$ cat config.mk
export PLATFORM = sky130hd
export DESIGN_NAME = osc_coarse_seq
export DESIGN_NICKNAME = d
export VERILOG_FILES = /design/src/rtl/osc_coarse_seq.sv
export SDC_FILE = /design/constraint.sdc
export NUM_CORES = 1
export LEC_CHECK = 0
export BUFFER_PORTS_ARGS = -buffer_cell sky130_fd_sc_hd__buf_4
export CORE_UTILIZATION = 30
export DETAILED_ROUTE_END_ITERATION = 8
export PLACE_DENSITY_LB_ADDON = 0.3
export SKIP_CTS_REPAIR_TIMING = 1
export SLEW_MARGIN = 25
export SYNTH_ARGS = -nofsm -noshare
export SYNTH_HDL_FRONTEND = slang
export SYNTH_SLANG_ARGS = --single-unit
$ cat constraint.sdc
create_clock -name clk -period 3.77 [get_ports clk]
set_input_delay 0.754 -clock clk [delete_from_list [all_inputs] [get_ports clk]]
set_output_delay 0.754 -clock clk [all_outputs]
set_load 0.05 [all_outputs]
$ cat src/rtl/osc_coarse_seq.sv
module osc_coarse_seq #(
  parameter int CAP_W   = 10,
  parameter int NAR_W   = 20,
  parameter int NAR_MID = 10
) (
  input  logic             clk,
  input  logic             rst_n,
  input  logic             start,
  input  logic             meas_valid,
  input  logic             meas_up,
  output logic [1:0]       stage,
  output logic             wide_sel,
  output logic [CAP_W-1:0] cap_code,
  output logic [NAR_W-1:0] nar_code,
  output logic             done
);
  localparam int IW = $clog2(CAP_W);
  localparam int CW = $clog2(NAR_W + 1);
  localparam logic [1:0] S_IDLE = 2'd0, S_WIDE = 2'd1, S_CAP = 2'd2, S_NAR = 2'd3;
  localparam logic [CAP_W-1:0] CAP_INIT = {1'b1, {(CAP_W-1){1'b0}}};
  localparam logic [CW-1:0] CNT_MAX = CW'(NAR_W);
  localparam logic [CW-1:0] CNT_MID = CW'(NAR_MID);

  logic [IW-1:0] idx;
  logic [CW-1:0] cnt;
  logic          dir, first;

  always_ff @(posedge clk) begin
    if (!rst_n) begin
      stage    <= S_IDLE;
      wide_sel <= 1'b0;
      cap_code <= CAP_INIT;
      idx      <= IW'(CAP_W - 1);
      cnt      <= CNT_MID;
      dir      <= 1'b0;
      first    <= 1'b1;
      done     <= 1'b0;
    end else begin
      done <= 1'b0;
      if (start) begin
        stage    <= S_WIDE;
        wide_sel <= 1'b0;
        cap_code <= CAP_INIT;
        idx      <= IW'(CAP_W - 1);
        cnt      <= CNT_MID;
        first    <= 1'b1;
      end else if (meas_valid) begin
        case (stage)
          S_WIDE: begin
            wide_sel <= meas_up;
            stage    <= S_CAP;
          end
          S_CAP: begin
            if (!meas_up) cap_code[idx] <= 1'b0;
            if (idx == '0) stage <= S_NAR;
            else begin
              cap_code[idx - 1'b1] <= 1'b1;
              idx <= idx - 1'b1;
            end
          end
          S_NAR: begin
            if ((!first && meas_up != dir) || (meas_up && cnt == CNT_MAX) ||
                (!meas_up && cnt == '0)) begin
              stage <= S_IDLE;
              done  <= 1'b1;
            end else begin
              cnt   <= meas_up ? cnt + 1'b1 : cnt - 1'b1;
              dir   <= meas_up;
              first <= 1'b0;
            end
          end
          default: ;
        endcase
      end
    end
  end

  always_comb
    for (int i = 0; i < NAR_W; i++) nar_code[i] = CW'(i) < cnt;

  AST_DONE_PULSE: assert property (@(posedge clk) disable iff (!rst_n) done |=> !done);
  AST_WIDE_FROZEN: assert property (@(posedge clk) disable iff (!rst_n)
    (stage != S_WIDE && !start) |=> $stable(wide_sel));
  AST_CAP_FROZEN: assert property (@(posedge clk) disable iff (!rst_n)
    (stage != S_CAP && !start) |=> $stable(cap_code));
  AST_NAR_FROZEN: assert property (@(posedge clk) disable iff (!rst_n)
    (stage != S_NAR && !start) |=> $stable(nar_code));
  AST_NAR_STEP: assert property (@(posedge clk) disable iff (!rst_n)
    (stage == S_NAR && !start) |=> $countones(nar_code ^ $past(nar_code)) <= 1);
  AST_IDLE_IGNORE: assert property (@(posedge clk) disable iff (!rst_n)
    (stage == S_IDLE && !start) |=> stage == S_IDLE);
endmodule

==> qor.yml <==
status: "complete, no violations"
hold_viol: 0
yosysWarnings: 0
power.internal_mw: 0.352
min-delay-start: "cap_code[8]$_SDFFE_PP0P_"
setup_violations: 0
dp_slack_ns: 1.67
hpwl_mm: 2.59
cts_root_buf: "clkbuf_8"
first_global_vias: 1326
drv_slew: 0
synth-edff-count: 0
cts_tree: "built"
synth-main-ff-cell: "dfxtp_1"
synth_area_leaders: "dfxtp_1 (33%), ha_1 (6.6%), nand2_1 (6.5%)"
fin_ws_ns: 1.37
min_path_cells: 2
rows: 25
fmax_mhz: 416
ant_nets: 0
synthDistinctLibCells: 50
clk_path_buf_depth: 2
setup_tns_ns: 0
fin_crit_sh_pct: 63.7
cp_cell_sequence: "or2_1 > nor2_1 > inv_2 > a21o_1 > buf_4"
worstSetupPathType: "flop to output port"
startpoint_type: "flop"
hold_end: "cap_code[8]$_SDFFE_PP0P_"
clkSlewWorstSetupHoldPaths_ns: 0.09
synth-seq-cells: 25
cpMaxStageDelayCell: "dfxtp_1"
hold_class: "flop to flop"
syn-num-nets: 199
synth_top_area_share_pct: 33.1
cp-end-kind: "output port"
ir_drop_mv: 0.153
vias: 1407
seq_area_frac_synth_pct: 33.1
wl_per_cell_microns: 12.5
switchingPower_mw: 0.109
vias_per_cell: 4.97
wl_mm: 3.53
antenna_found_initial: 0
ff2ff_path_depth: 6
maxCapViolCount: 0
finClkSkew_ns: 0.00492
first_pass_iters: 4
critPathMaxFanout: 15
clk_latency_ns: 0.27
core_area_sq_mm: 0.00479
cp_data_required_time_ns: 3.02
cts_buffers: 3
pwr-share-seq_pct: 58.1
grt_max_degree: 16
gp_routability_congestion: 0.747
p_sw_share_pct: 23.7
syn_inst: 186
min_period_ns: 2.40
drt_iter0_markers: 32
syn_area_sq_mm: 0.00151
regToRegSetupSlack_ns: 1.89
powerDensity_mw_per_mm2: 247
syn_avg_cell_area_sq_um: 8.12
die_h_microns: 73.0
final_cell_mix: "buf_4 (39), nand2_1 (26), dfxtp_1 (25)"
p_leak_nw: 0.733
layout_commonest_cell: "buf_4"
drive_gt1_share_pct: 23.1
rsz0062_at_grt: "false"
worst_pin_slew_ns: 0.534
fin_area_sq_mm: 0.00187
overflow: 0
arrival_ns: 1.65
pwr-share-clk_pct: 34.8
grt_pass1_wl_mm: 6.17
finalNetCount: 230
io_buffers: 38
drc: 0
max_stage_delay_ns: 0.44
grtUsageTotal_pct: 15.0
maxSlewHeadroom_pct: 64.4
netlist.top_cell.by_area: "dfxtp_1"
r2r_start: "cnt[0]$_SDFFE_PP0P_"
start_util_pct: 31.6
cts_sinks: 25
ios: 39
synthToLayoutAreaGrowth_pct: 23.8
fp.dieArea_sq_mm: 0.00532
die_w_microns: 73.0
placed_area_sq_mm: 0.00182
cts_max_level: 1
async_flop_share_pct: 0
pwr-share-comb_pct: 7.1
r2r_end: "cnt[3]$_SDFFE_PP1P_"
num_antenna_cells: 0
==> Yosys cell counts, types with 3 or more instances <==
| cell | instances |
|---|---|
| clkbuf_1 | 8 |
| a31oi_1 | 3 |
| nand2b_1 | 4 |
| inv_1 | 6 |
| o31ai_1 | 4 |
| nor3_1 | 4 |
| buf_4 | 3 |
| a211oi_1 | 4 |
| dfxtp_1 | 25 |
| o21ai_0 | 10 |
| a21oi_1 | 9 |
| nand3_1 | 5 |
| nand2_1 | 26 |
| ha_1 | 8 |
| a32o_1 | 6 |
| a21o_1 | 4 |
| nor2_1 | 12 |
==> cells by family after synthesis <==
logic type / after synthesis / synth area share [%]
buffers and inverters: 20 / 5.88
AOI/OAI and AO/OA: 59 / 28.0
and+or+nand+nor: 69 / 23.3
muxes: 2 / 1.33
DFF: 25 / 33.1
xor gates and xnor gates: 3 / 1.74
adders and majority gates: 8 / 6.63
==> area by class of cell <==
class / instances / area, sq um
Multi-Input combinational cell: 141 / 921
Fill cell: 510 / 2920
Inverter: 7 / 26.3
Sequential cell: 25 / 500
Tap cell: 67 / 83.8
Clock buffer: 4 / 45.0
Timing Repair Buffer: 39 / 293
==> routing by layer <==
metal | GRT usage, % | routed length (microns) | vias to the layer above | part of all wire, %
met5 | 0 | 0 | - | 0
met4 | 5.66 | 46 | 0 | 1.3
met3 | 3.87 | 134 | 5 | 3.8
met2 | 25.6 | 1630 | 29 | 46
met1 | 17.9 | 1720 | 634 | 49
li1 | - | - | 739 | -
==> state kept, by name, summed over array words and instances (netlist names) <==
name and count:
wide_sel 1, done 1, cnt 5, stage 2, idx 4, dir 1
cap_code 10, first 1
==> per-stage QoR <==
step	instances	power [mW]	utilization [%]	hold WS (ns)
after detailed placement	279	0.307	38.1	0.461
after global routing	283	0.489	39.1	0.516
after global placement	279	0.307	38.1	0.462
after CTS	283	0.472	39.1	0.482
final	283	0.462	39.1	0.476
after floorplan	186	0.296	-	0.465
==> power groups by stage <==
stage	logic [mW]	registers (mW)	clock network, mW
after floorplan	0.0180	0.278	0
after global placement	0.0328	0.274	0
after detailed placement	0.0329	0.274	0
after CTS	0.0329	0.268	0.171
after global routing	0.0358	0.269	0.185
final	0.0327	0.268	0.161
==> worst max-delay path: cells and delay by family, from the launching register on <==
kind	cells	cell delay, ns
AO/OA/AOI/OAI	1	0.17
buffers and inverters	2	0.24
flip-flops	1	0.44
AND/OR/NAND/NOR	2	0.51
==> worst max-delay path by stage <==
| stage | slack [ns] | endpoint | cells after the start | start |
|---|---|---|---|---|
| floorplan | 1.18 | nar_code[1] | 4 | cnt[1]$_SDFFE_PP1P_ |
| global placement | 1.70 | nar_code[4] | 5 | cnt[2]$_SDFFE_PP0P_ |
| detailed placement | 1.67 | nar_code[4] | 5 | cnt[2]$_SDFFE_PP0P_ |
| CTS | 1.36 | nar_code[4] | 5 | cnt[2]$_SDFFE_PP0P_ |
| global route | 1.25 | nar_code[4] | 5 | cnt[2]$_SDFFE_PP0P_ |
| finish | 1.37 | nar_code[4] | 5 | cnt[2]$_SDFFE_PP0P_ |
No activity file was read; power rests on OpenSTA's default activity.
